==> config.mk <==
export PLATFORM = sky130hd
export DESIGN_NAME = tiny9_core
export DESIGN_NICKNAME = d
export VERILOG_FILES = /design/src/rtl/tiny9_pkg.sv /design/src/rtl/tiny9_decode.sv /design/src/rtl/tiny9_regfile.sv /design/src/rtl/tiny9_alu.sv /design/src/rtl/tiny9_fetch.sv /design/src/rtl/tiny9_core.sv
export SDC_FILE = /design/constraint.sdc
export NUM_CORES = 1
export LEC_CHECK = 0
export ABC_AREA = 0
export BUFFER_PORTS_ARGS = -buffer_cell sky130_fd_sc_hd__buf_2
export CAP_MARGIN = 10
export CORE_ASPECT_RATIO = 1.5
export CORE_MARGIN = 5
export CORE_UTILIZATION = 64
export DETAILED_ROUTE_END_ITERATION = 16
export GPL_TIMING_DRIVEN = 0
export PLACE_DENSITY = 0.85
export SETUP_SLACK_MARGIN = 0.2
export SLEW_MARGIN = 10
export SYNTH_ARGS = -nofsm -noshare
export SYNTH_HDL_FRONTEND = slang
export SYNTH_HIERARCHICAL = 1
export SYNTH_SLANG_ARGS = --single-unit
==> constraint.sdc <==
create_clock -name clk_i -period 5.6 [get_ports clk_i]
set_input_delay 0 -clock clk_i [delete_from_list [all_inputs] [get_ports clk_i]]
set_output_delay 0 -clock clk_i [all_outputs]
set_load 0.005 [all_outputs]
==> src/rtl/tiny9_pkg.sv <==
package tiny9_pkg;
  localparam int INSN_W     = 9;
  localparam int OPC_W      = 3;
  localparam int RIDX_W     = 3;
  localparam int IMM_W      = 6;
  localparam int NREG       = 1 << RIDX_W;
  localparam int OUT_REG    = NREG - 1;
  localparam int BR_IDX_W   = 3;
  localparam int BR_ENTRIES = 1 << BR_IDX_W;

  typedef enum logic [OPC_W-1:0] {
    OP_NAND = 3'd0,
    OP_LDR  = 3'd1,
    OP_STR  = 3'd2,
    OP_ROR  = 3'd3,
    OP_MOV  = 3'd4,
    OP_ADD  = 3'd5,
    OP_BEQ  = 3'd6,
    OP_SET  = 3'd7
  } opcode_e;

  typedef struct packed {
    opcode_e           op;
    logic [RIDX_W-1:0] ra;
    logic [RIDX_W-1:0] rb;
  } insn_t;

  typedef struct packed {
    logic              rf_we;
    logic [RIDX_W-1:0] rf_waddr;
    logic              dmem_we;
    logic              branch;
  } ctrl_t;
endpackage

==> src/rtl/tiny9_decode.sv <==
module tiny9_decode
  import tiny9_pkg::*;
(
  input  insn_t insn_i,
  input  logic  exec_en_i,
  output ctrl_t ctrl_o
);
  always_comb begin
    ctrl_o          = '0;
    ctrl_o.rf_waddr = RIDX_W'(OUT_REG);
    if (exec_en_i) begin
      unique case (insn_i.op)
        OP_NAND, OP_LDR, OP_ROR, OP_ADD, OP_SET: ctrl_o.rf_we = 1'b1;
        OP_MOV: begin
          ctrl_o.rf_we    = 1'b1;
          ctrl_o.rf_waddr = insn_i.ra;
        end
        OP_STR:  ctrl_o.dmem_we = 1'b1;
        OP_BEQ:  ctrl_o.branch  = 1'b1;
        default: ;
      endcase
    end
  end
endmodule

==> src/rtl/tiny9_regfile.sv <==
module tiny9_regfile
  import tiny9_pkg::*;
#(
  parameter int DATA_W = 8
) (
  input  logic              clk_i,
  input  logic              rst_ni,
  input  logic              we_i,
  input  logic [RIDX_W-1:0] waddr_i,
  input  logic [DATA_W-1:0] wdata_i,
  input  logic [RIDX_W-1:0] raddr_a_i,
  input  logic [RIDX_W-1:0] raddr_b_i,
  output logic [DATA_W-1:0] rdata_a_o,
  output logic [DATA_W-1:0] rdata_b_o,
  output logic [DATA_W-1:0] r0_o,
  output logic [DATA_W-1:0] r1_o
);
  logic [DATA_W-1:0] regs_q [NREG];

  for (genvar g = 0; g < NREG; g++) begin : g_reg
    always_ff @(posedge clk_i or negedge rst_ni) begin
      if (!rst_ni)                                 regs_q[g] <= '0;
      else if (we_i && waddr_i == RIDX_W'(g))      regs_q[g] <= wdata_i;
    end
  end

  assign rdata_a_o = regs_q[raddr_a_i];
  assign rdata_b_o = regs_q[raddr_b_i];
  assign r0_o      = regs_q[0];
  assign r1_o      = regs_q[1];
endmodule

==> src/rtl/tiny9_alu.sv <==
module tiny9_alu
  import tiny9_pkg::*;
#(
  parameter int DATA_W = 8
) (
  input  opcode_e           op_i,
  input  logic [DATA_W-1:0] a_i,
  input  logic [DATA_W-1:0] b_i,
  input  logic [IMM_W-1:0]  imm_i,
  input  logic [DATA_W-1:0] mem_i,
  output logic [DATA_W-1:0] res_o
);
  localparam int SH_W = $clog2(DATA_W);

  logic [SH_W-1:0]   sh;
  logic [DATA_W-1:0] rot;

  assign sh  = b_i[SH_W-1:0];
  // amount 0 gives a << DATA_W == 0, so no special case
  assign rot = (a_i >> sh) | (a_i << (DATA_W - int'(sh)));

  always_comb begin
    unique case (op_i)
      OP_NAND: res_o = ~(a_i & b_i);
      OP_LDR:  res_o = mem_i;
      OP_ROR:  res_o = rot;
      OP_MOV:  res_o = b_i;
      OP_ADD:  res_o = a_i + b_i;
      OP_SET:  res_o = DATA_W'(imm_i);
      default: res_o = '0;
    endcase
  end
endmodule

==> src/rtl/tiny9_fetch.sv <==
module tiny9_fetch
  import tiny9_pkg::*;
#(
  parameter int                             ADDR_W    = 10,
  parameter logic [ADDR_W-1:0]              HALT_ADDR = '1,
  parameter logic [BR_ENTRIES*ADDR_W-1:0]   BR_TABLE  = '0
) (
  input  logic                clk_i,
  input  logic                rst_ni,
  input  logic                start_i,
  input  logic                taken_i,
  input  logic [BR_IDX_W-1:0] br_idx_i,
  output logic [ADDR_W-1:0]   pc_o,
  output logic                exec_en_o,
  output logic                halt_o
);
  typedef enum logic [1:0] {ST_IDLE, ST_RUN, ST_HALT} state_e;

  state_e            state_q;
  logic [ADDR_W-1:0] pc_q;
  logic              at_end;

  assign at_end    = (pc_q == HALT_ADDR);
  assign exec_en_o = (state_q == ST_RUN) && !at_end;
  assign halt_o    = (state_q == ST_HALT);
  assign pc_o      = pc_q;

  always_ff @(posedge clk_i or negedge rst_ni) begin
    if (!rst_ni) begin
      state_q <= ST_IDLE;
      pc_q    <= '0;
    end else begin
      unique case (state_q)
        ST_IDLE: if (start_i) state_q <= ST_RUN;
        ST_RUN: begin
          if (at_end)       state_q <= ST_HALT;
          else if (taken_i) pc_q <= BR_TABLE[br_idx_i*ADDR_W +: ADDR_W];
          else              pc_q <= pc_q + 1'b1;
        end
        default: ;
      endcase
    end
  end
endmodule

==> src/rtl/tiny9_core.sv <==
module tiny9_core
  import tiny9_pkg::*;
#(
  parameter int                           ADDR_W    = 10,
  parameter int                           DATA_W    = 8,
  parameter logic [ADDR_W-1:0]            HALT_ADDR = '1,
  parameter logic [BR_ENTRIES*ADDR_W-1:0] BR_TABLE  = {10'd1023, 10'd96, 10'd80, 10'd64,
                                                       10'd48,   10'd32, 10'd16, 10'd0}
) (
  input  logic              clk_i,
  input  logic              rst_ni,
  input  logic              start_i,
  output logic [ADDR_W-1:0] imem_addr_o,
  input  logic [INSN_W-1:0] imem_data_i,
  output logic [ADDR_W-1:0] dmem_addr_o,
  output logic [DATA_W-1:0] dmem_wdata_o,
  output logic              dmem_we_o,
  input  logic [DATA_W-1:0] dmem_rdata_i,
  output logic              halt_o
);
  insn_t             insn;
  ctrl_t             ctrl;
  logic              exec_en;
  logic              taken;
  logic [DATA_W-1:0] op_a, op_b, r0, r1, result;

  assign insn = insn_t'(imem_data_i);

  tiny9_fetch #(
    .ADDR_W(ADDR_W), .HALT_ADDR(HALT_ADDR), .BR_TABLE(BR_TABLE)
  ) u_fetch (
    .clk_i     (clk_i),
    .rst_ni    (rst_ni),
    .start_i   (start_i),
    .taken_i   (taken),
    .br_idx_i  (insn.rb),
    .pc_o      (imem_addr_o),
    .exec_en_o (exec_en),
    .halt_o    (halt_o)
  );

  tiny9_decode u_dec (
    .insn_i    (insn),
    .exec_en_i (exec_en),
    .ctrl_o    (ctrl)
  );

  tiny9_regfile #(.DATA_W(DATA_W)) u_rf (
    .clk_i     (clk_i),
    .rst_ni    (rst_ni),
    .we_i      (ctrl.rf_we),
    .waddr_i   (ctrl.rf_waddr),
    .wdata_i   (result),
    .raddr_a_i (insn.ra),
    .raddr_b_i (insn.rb),
    .rdata_a_o (op_a),
    .rdata_b_o (op_b),
    .r0_o      (r0),
    .r1_o      (r1)
  );

  tiny9_alu #(.DATA_W(DATA_W)) u_alu (
    .op_i  (insn.op),
    .a_i   (op_a),
    .b_i   (op_b),
    .imm_i (imem_data_i[IMM_W-1:0]),
    .mem_i (dmem_rdata_i),
    .res_o (result)
  );

  assign taken        = ctrl.branch && (r0 == r1);
  assign dmem_addr_o  = ADDR_W'(op_b);
  assign dmem_wdata_o = op_a;
  assign dmem_we_o    = ctrl.dmem_we;
endmodule

==> summary by stage, run 1 <==
Worst setup path
The critical path goes through mux4_1 > mux2_2 > buf_2 > inv_1 > ha_1 > xor2_1 > a211oi_1 > o21ai_0 > nand4_1 > mux2_2. In this run the worst path has a maximum fanout of 9. The cell type group with the largest total delay on the critical path is multiplexers.

The critical path data required time is 5.82 ns. The category of the critical setup timing path is flop to flop. Counting stages on the worst path, the most repeated cell is sky130_fd_sc_hd__mux2_2. Together, buffers and inverters on the worst path number 2.

The largest stage delay on the critical path is 0.58 ns. The startpoint type of the worst setup path is a flop. For the worst setup path, the data arrival time is 4.17 ns. The slowest cell on the critical path is sky130_fd_sc_hd__mux4_1. The kind of end point of the critical path is a flop.

STA
The max-slew violation count came to 0. The final clock period utilization by the worst path is 0.705. The setup TNS is 0 ns.

Setup repair after global routing left no endpoint under its margin. The peak clock frequency supported by timing is 253 MHz. The transition time at the pin with the least slew margin is 1.14 ns.

Between clock sinks in the finished design, the worst skew comes to 0.0131 ns. Setup violations remaining at the end of the flow were counted as 0. The number of failing hold endpoints at the final stage is 0. The clock period minus final worst setup slack is 3.95 ns. The worst pin sits at a relative slew slack of 0.234.

Routing
The number of design-rule violations left by the first detailed-router iteration is 332. Once detail routing completed, the nets flagged for antenna violations numbered 0. The average routed wire per standard cell is 23.3 um. The total via count in the routed design is 4483. Dividing the detail-routed via count by the number of cells gives 6.81. The first detailed-routing pass took 5 iterations. The DRC violation count after routing is 0. Wires add up to 15.4 mm.

Clocking
No sink is reached through more buffers than the 2 on the longest clock path. CTS built an H-tree with a depth of 3. TritonCTS built the clock tree. Clock tree synthesis selected as its root buffer the cell sky130_fd_sc_hd__clkbuf_16. The clock latency reported for the late side of the worst-skew pair is 0.34 ns.

The clock sink count is 76. In this run, CTS created clock tree buffers numbering 9. The number of setup buffers added after CTS is 0. Clock-pin slew was measured on the worst setup and hold paths at 0.06 ns.

Final layout
The leading cell type in the layout, fill and taps excluded is sky130_fd_sc_hd__mux2_2. The layout has 590 filler cells. The number of nets in the layout is 575. The area growth from synthesis to layout is 12.6%.

The fraction of final layout cells sized beyond drive strength 1 is 0.359. In the layout the commonest cells are sky130_fd_sc_hd__mux2_2 (82), sky130_fd_sc_hd__dfrtp_1 (76), sky130_fd_sc_hd__buf_2 (59), sky130_fd_sc_hd__mux4_1 (35), sky130_fd_sc_hd__nand2_1 (26). The final antenna diode count is 0.

Synth
Dividing the synthesized area by the synthesized cell count gives 12.0 um2. The cell type with the highest aggregate area in the netlist is sky130_fd_sc_hd__dfrtp_1. By area the synthesized netlist is led by sky130_fd_sc_hd__dfrtp_1 (33%), sky130_fd_sc_hd__mux2_2 (16%), sky130_fd_sc_hd__mux4_1 (16%).

The cell count after synthesis came out at 481. During synthesis, Yosys emitted a total of 6 warnings. The register bit total from synthesis is 76. The unique cell type count in the Yosys netlist is 69. Among all flip-flop cells after synthesis, the most frequent one is sky130_fd_sc_hd__dfrtp_1.

For this run, the register share of the synthesized area comes to 0.329. The netlist area before placement is 5770 um2. Of the post-synthesis cell area, the dominant cell type holds 0.329. Counting flops with a built-in enable in the synthesized netlist gives 0. The proportion of register bits with asynchronous set or reset after synthesis is 1.00.

Job
The max-cap violation count is 0.

Floorplan
The die covers 11100 um2. The total area inside the core boundary comes to 8830 um2. The die is 126 um tall. The effective utilization at floorplan is 0.654.

In this run the core area contains 42 standard-cell rows. The width of the die is 87.5 um. 50 I/O pins were placed.

Run status
The run finished with clean final reports.

Pwr
The power per standard cell area is 298 nW/um2. The leakage power figure is 0.00311 uW. The internal portion of the total power is 1280 uW. The overall power is 1930 uW. Of the total power, the share spent switching nets is 0.336.

The maximum ir drop on the vdd rail is 0.000327 V. The part of the power in the clock network is 0.300. The switching component of the power is 650 uW.

The part of the total power dissipated in combinational logic is 0.328. The sequential share of power is 0.372.

Global routing
The wire length of the first global-routing pass is 24.3 mm. The total global routing track utilization is 0.291. The initial antenna violation count is 0.

The via count of the first global-routing pass is 4496. The largest net degree at the start of global routing is 69. Global routing finished with a remaining overflow of 0.

Worst hold path
The path type of the worst min-delay path is primary input to asynchronous set/reset pin.

Place
The sum of net half-perimeters after detailed placement is 10.9 mm. The count of input and output buffers is 47. The placer congestion estimate is 0.933.
-- synth_stat cells (all sizes together), types with 2 or more instances --
| master | count |
|---|---|
| mux2 | 82 |
| dfrtp | 76 |
| mux4 | 41 |
| buf | 38 |
| nand2 | 27 |
| a21oi | 21 |
| nor2 | 20 |
| inv | 15 |
| o21ai | 14 |
| clkbuf | 11 |
| ha | 11 |
| xnor2 | 10 |
| mux2i | 9 |
| nand2b | 8 |
| nand3 | 7 |
| nand4 | 7 |
| nor2b | 6 |
| o31ai | 6 |
| a31oi | 5 |
| nor3 | 5 |
| nor4bb | 4 |
| xor2 | 4 |
| a221oi | 3 |
| nand4b | 3 |
| o211ai | 3 |
| o21bai | 3 |
| o22a | 3 |
| o22ai | 3 |
| o31a | 3 |
| a211oi | 2 |
| a22oi | 2 |
| and4bb | 2 |
| nor3b | 2 |
| o41ai | 2 |
-- power groups by stage --
stage / Clock (uW) / Sequential (uW) / Combinational (uW)
floorplan: 0 / 705 / 433
global placement: 0 / 713 / 602
detailed placement: 0 / 725 / 622
CTS: 591 / 716 / 628
global route: 618 / 730 / 684
finish: 580 / 719 / 635
-- sequential cells by signal (all words and copies together), names as in the netlist --
name	cells
u_fetch/pc_o	10
u_fetch/state_q	2
u_rf/r0_o	8
u_rf/r1_o	8
u_rf/regs_q	48
-- logic make-up (layout without fill, tap and decap cells) --
group	Yosys count	in the layout	synth area share
AO/OA/AOI/OAI	83	83	0.0980
XOR/XNOR	14	14	0.0212
adder cells (fa/ha/maj)	12	12	0.0273
buffers and inverters	64	130	0.0657
flip-flops	76	76	0.329
multiplexers	132	132	0.358
other	1	2	0.000650
AND/OR/NAND/NOR	99	99	0.0995
-- per-stage QoR --
step | setup slack, ns | cell area (um2) | utilization | hold slack, ns | instances
floorplan | 2.35 | 5780 | - | -0.296 | 482
global placement | 1.37 | 6150 | 0.697 | 0.285 | 639
detailed placement | 1.58 | 6180 | 0.700 | -0.153 | 640
CTS | 1.71 | 6500 | 0.736 | 0.0313 | 658
global route | 1.45 | 6500 | 0.736 | 0.0362 | 658
finish | 1.65 | 6500 | 0.736 | 0.0391 | 658
-- per-layer routing --
| layer | vias up | GRT usage | wire, um |
|---|---|---|---|
| met4 | 0 | 0.159 | 779 |
| met5 | - | 0 | 0 |
| met3 | 45 | 0.0480 | 1020 |
| met2 | 224 | 0.476 | 7640 |
| met1 | 2220 | 0.364 | 5920 |
| li1 | 1994 | - | - |
-- path summary, 6_finish.rpt --
kind,start,slack (ns),cells past startpoint,endpoint
hold reg to reg,u_fetch/state_q[1]$_DFFE_PN0P_,0.52,2,u_fetch/state_q[1]$_DFFE_PN0P_
setup / recovery,u_rf/r1_o[1]$_DFFE_PN0P_,1.65,10,u_rf/regs_q[4]$_DFFE_PN0P_
setup reg to reg,u_rf/r1_o[1]$_DFFE_PN0P_,1.65,10,u_rf/regs_q[4]$_DFFE_PN0P_
hold / removal,rst_ni,0.04,2,u_rf/regs_q[2]$_DFFE_PN0P_
min in group clk_i,imem_data_i[2],0.10,4,u_fetch/pc_o[6]$_DFFE_PN0P_
max in group asynchronous,rst_ni,5.00,3,u_rf/regs_q[19]$_DFFE_PN0P_
-- area by class of cell --
cell class	count	area, um2	share of cell area
Clock inverter	7	75.1	0.0115
Inverter	15	56.3	0.00866
Sequential cell	76	1900	0.293
Multi-Input combinational cell	342	3500	0.538
Timing Repair Buffer	50	285	0.0439
Buffer	49	323	0.0497
Tap cell	110	138	0.0212
Clock buffer	9	225	0.0346
-- what timing repair did --
action                    in CTS  in global routing
hold endpoints to repair      77                  0
resized for setup              0                  0
hold buffers                   2                  0
No activity file was read; power rests on OpenSTA's default activity.
==> run 2: changes to the inputs <==
--- a/config.mk
+++ b/config.mk
@@ -5,15 +5,15 @@
 export SDC_FILE = /design/constraint.sdc
 export NUM_CORES = 1
 export LEC_CHECK = 0
-export ABC_AREA = 0
+export ABC_AREA = 1
 export BUFFER_PORTS_ARGS = -buffer_cell sky130_fd_sc_hd__buf_2
 export CAP_MARGIN = 10
 export CORE_ASPECT_RATIO = 1.5
 export CORE_MARGIN = 5
-export CORE_UTILIZATION = 64
+export CORE_UTILIZATION = 55
 export DETAILED_ROUTE_END_ITERATION = 16
 export GPL_TIMING_DRIVEN = 0
-export PLACE_DENSITY = 0.85
+export PLACE_DENSITY = 0.77
 export SETUP_SLACK_MARGIN = 0.2
 export SLEW_MARGIN = 10
 export SYNTH_ARGS = -nofsm -noshare
==> constraint.sdc (replaced) <==
create_clock -name clk_i -period 3.48 [get_ports clk_i]
set_input_delay 0 -clock clk_i [delete_from_list [all_inputs] [get_ports clk_i]]
set_output_delay 0 -clock clk_i [all_outputs]
set_load 0.005 [all_outputs]
==> run 2 against run 1 <==
Clock skew fell by 0.0044 ns. First-iteration DRC count rose by 37%. Critical path type unchanged. Sequential power rose by 61%. Count of clock-buffer cells in the layout did not move.
==> summary by stage, run 2 <==
STA
In the finished design, the share of the clock period the worst path needs comes to 0.848. Setup violations remaining at the end of the flow were counted as 0. Derived from the worst setup path, the maximum achievable clock frequency is 339 MHz. The post-route clock skew is 0.00870 ns. In the post-route analysis, the smallest setup slack over all paths is 0.528 ns. The worst path in the final design needs a cycle of 2.95 ns, including I/O delays and setup. The max-slew violation count is 0. Setup repair after global routing left no endpoint under its margin.

Summed over all failing endpoints, the final setup total negative slack is 0 ns. The number of failing hold endpoints at the final stage is 0. For the pin with the worst max-slew slack, the measured transition is 0.558 ns. The remaining max-slew budget at the tightest pin is 0.626.

Routing
The DRC violation count after routing is 0. Summed over all layers, the routed wires come to 18.7 mm. Once detail routing completed, the nets flagged for antenna violations numbered 0. The average routed wire per standard cell is 15.4 um. Detailed routing inserted a total of 6522 vias. The number of detailed-route iterations in the first pass is 6.

Dividing the detail-routed via count by the number of cells gives 5.39. The first routing iteration left 455 violations.

Clocking
The number of setup buffers added after CTS is 0. The number of cells upsized or downsized after cts is 0. The number of clock buffers inserted by TritonCTS is 9.

Clock-pin slew was measured on the worst setup and hold paths at 0.06 ns. The H-tree was split into 3 levels. The CTS root buffer is sky130_fd_sc_hd__clkbuf_16.

The maximum number of buffers from clock root to sink is 2. The clock sink count is 76. The clock latency reported for the late side of the worst-skew pair is 0.35 ns. TritonCTS built the clock tree.

Synth
The synthesized-area fraction occupied by and/or/nand/nor cells is 0.413. Summing every instance area after synthesis gives 6120 um2. The synthesized instance count is 997. The number of flops mapped to enable cells by yosys is 0. The top cell type's share of synthesized area is 0.311.

The number of different library cells used by synthesis comes to 43. The post-synthesis average cell area is 6.14 um2. Counting flops with an async set or reset pin after synthesis yields a share of 1.00. The multiplexer area fraction after synthesis is 0.

The most used flip-flop cell after synthesis is sky130_fd_sc_hd__dfrtp_1. By area, the combinational part of the netlist is dominated by simple AND/OR/NAND/NOR gates. The Yosys step of the flow raised 6 warnings. Yosys instantiated no cell more often than sky130_fd_sc_hd__nand2_1. The area share of fa/ha/maj cells after synthesis is 0.0257. The compound-cell area share of the yosys netlist is 0.106. Yosys attributes the largest share of cell area to sky130_fd_sc_hd__dfrtp_1 (31%), sky130_fd_sc_hd__nand2_1 (25%), sky130_fd_sc_hd__nand3_1 (9.9%). The register bit total from synthesis is 76. In the synthesized netlist, the cells that appear most often are sky130_fd_sc_hd__nand2_1 (410), sky130_fd_sc_hd__inv_1 (123), sky130_fd_sc_hd__nand3_1 (121). The xor-xnor portion of the synthesized cell area is 0.00286. The cell type with the highest aggregate area in the netlist is sky130_fd_sc_hd__dfrtp_1. The sequential cell area fraction in the yosys report is 0.311.

Worst setup path
The kind of end point of the critical path is a flop. STA classifies the critical path startpoint as a flop. Data on the critical path is required at its endpoint by 3.69 ns.

The data arrival time of the critical path is 3.16 ns. The number of cells traversed by the worst register-to-register path is 19. The maximum fanout along the worst path is 7. The category of the critical setup timing path is flop to flop.

Final layout
Leaving out fill and tap cells, the most frequent cells in the layout are sky130_fd_sc_hd__nand2_1 (410), sky130_fd_sc_hd__inv_1 (123), sky130_fd_sc_hd__nand3_1 (121), sky130_fd_sc_hd__o21ai_0 (77), sky130_fd_sc_hd__dfrtp_1 (76). The final antenna diode count is 0. Leaving out fill and tap cells, the most frequent cell in the layout is sky130_fd_sc_hd__nand2_1.

In the final layout, the share of cells above drive strength 1 is 0.133. In the final design database the tool counted 1091 nets. The register with the most flip-flops in the layout has 48 of them.

Relative to the synthesized area, the layout overhead comes to 12.7%. Ranked by flip-flop count, first place goes to u_rf/regs_q. The layout has 1116 filler cells.

Global routing
The total overflow left after global routing is 0. Entering global routing, the biggest net connects 66 pins. The via count of the first global-routing pass is 6081. The initial antenna violation count is 0.

Across every metal layer, demand over resource in global routing totals 0.286. The wire length of the first global-routing pass is 29.5 mm.

Worst hold path
Counting instances, the worst hold path has a depth of 5. The tightest min-delay check is of the primary input to flop type.

Pwr
The internal power consumption is 1990 uW. The sequential share of power is 0.359. The part of the power in the clock network is 0.301.

For this design the static power due to leakage is 0.00380 uW. The switching power share of the total is 0.385. The part of the total power dissipated in combinational logic is 0.340.

The maximum ir drop on the vdd rail is 0.000436 V. The power per standard cell area is 468 nW/um2. Summed over all nets, the switching power comes to 1240 uW.

Floorplan
The die covers 13400 um2. The initial utilization of the core area, before any placement, comes to 0.557. In this run the core area contains 47 standard-cell rows. The die outline height is 139 um. The core region is 11000 um2.

From left edge to right edge, the die measures 96.2 um. The top-level I/O count is 50.

Place
The count of input and output buffers is 47. The placer congestion estimate is 1.02. Detailed placement ended at an HPWL of 14.5 mm. The pre-CTS setup slack is 0.240 ns.

Job
The max-cap violation count is 0.

Run status
The flow ran to the end, and the final reports show no timing, DRC or antenna violations.
## run 2: changes by cell type after synthesis, moves of 20 or more
| cell | before | now |
|---|---|---|
| sky130_fd_sc_hd__inv_1 | 15 | 123 |
| sky130_fd_sc_hd__mux2_2 | 82 | 0 |
| sky130_fd_sc_hd__mux4_1 | 35 | 0 |
| sky130_fd_sc_hd__nand2_1 | 26 | 410 |
| sky130_fd_sc_hd__nand3_1 | 7 | 121 |
| sky130_fd_sc_hd__nor2_1 | 20 | 40 |
| sky130_fd_sc_hd__o21ai_0 | 14 | 77 |
## run 2: critical path, stage by stage (launching register included)
cell and delay (ns):
sky130_fd_sc_hd__dfrtp_1 0.34, sky130_fd_sc_hd__inv_1 0.07, sky130_fd_sc_hd__nand2_1 0.06, sky130_fd_sc_hd__nand3_1 0.09, sky130_fd_sc_hd__nand2_1 0.13, sky130_fd_sc_hd__nand2_1 0.07, sky130_fd_sc_hd__nand2_1 0.21, sky130_fd_sc_hd__ha_1 0.27
sky130_fd_sc_hd__inv_1 0.07, sky130_fd_sc_hd__fa_1 0.38, sky130_fd_sc_hd__inv_1 0.08, sky130_fd_sc_hd__nand3_1 0.08, sky130_fd_sc_hd__nand2_1 0.11, sky130_fd_sc_hd__nand3_1 0.11, sky130_fd_sc_hd__nand2_1 0.08, sky130_fd_sc_hd__nand2_1 0.05
sky130_fd_sc_hd__nand3_1 0.06, sky130_fd_sc_hd__nand3_1 0.11, sky130_fd_sc_hd__inv_1 0.29, sky130_fd_sc_hd__o21ai_0 0.16
## run 2: per-layer routing
layer / track usage / share of wire / up-vias
met4: 0.178 / 0.061 / 0
met1: 0.336 / 0.38 / 2921
met2: 0.480 / 0.48 / 297
li1: - / - / 3225
met3: 0.0346 / 0.070 / 79
met5: 0 / 0 / -
## run 2: repair_timing
action                     CTS  global route
hold endpoints to repair    77             0
setup endpoints to repair    0             0
hold buffers                 2             0
## run 2: area by class of cell
class | count | area (um2) | share of cell area
Timing Repair Buffer | 50 | 285 | 0.0413
Tap cell | 147 | 184 | 0.0266
Multi-Input combinational cell | 734 | 3360 | 0.487
Clock buffer | 9 | 225 | 0.0326
Sequential cell | 76 | 1900 | 0.276
Inverter | 135 | 514 | 0.0745
Clock inverter | 7 | 80.1 | 0.0116
Buffer | 53 | 347 | 0.0502
## run 2: worst paths after layout
check	start	end	slack, ns
setup / recovery	u_rf/regs_q[32]$_DFFE_PN0P_	u_rf/r1_o[6]$_DFFE_PN0P_	0.53
hold / removal	imem_data_i[2]	u_fetch/pc_o[6]$_DFFE_PN0P_	0.01
setup reg to reg	u_rf/regs_q[32]$_DFFE_PN0P_	u_rf/r1_o[6]$_DFFE_PN0P_	0.53
hold reg to reg	u_rf/regs_q[22]$_DFFE_PN0P_	u_rf/regs_q[22]$_DFFE_PN0P_	0.49
max in group asynchronous	rst_ni	u_rf/regs_q[5]$_DFFE_PN0P_	2.86
min in group asynchronous	rst_ni	u_fetch/pc_o[7]$_DFFE_PN0P_	0.03
## run 2: power groups by stage
stage / registers (uW) / clock network, uW / logic (uW)
4_1_cts: 1160 / 987 / 1080
3_3_place_gp: 1170 / 0 / 1060
6_report: 1160 / 972 / 1100
3_5_place_dp: 1170 / 0 / 1080
2_1_floorplan: 1150 / 0 / 745
5_1_grt: 1180 / 1020 / 1230
## run 2: metrics by stage
stage | cell area, um2 | std cells | util | hold slack (ns) | power (uW)
after floorplan | 6130 | 998 | - | -0.296 | 1900
after global placement | 6550 | 1192 | 0.595 | 0.264 | 2220
after detailed placement | 6580 | 1193 | 0.598 | -0.135 | 2250
after CTS | 6900 | 1211 | 0.628 | 0.0121 | 3230
after global routing | 6900 | 1211 | 0.628 | 0.0498 | 3430
final | 6900 | 1211 | 0.628 | 0.0132 | 3230
## run 2: cell families (layout without fill, tap and decap cells)
logic type	Yosys count	in the layout
compound gates	120	120
xor+xnor	2	2
fa+ha+maj	12	12
buf+inv	188	254
flops	76	76
other cells	1	2
simple gates	598	598
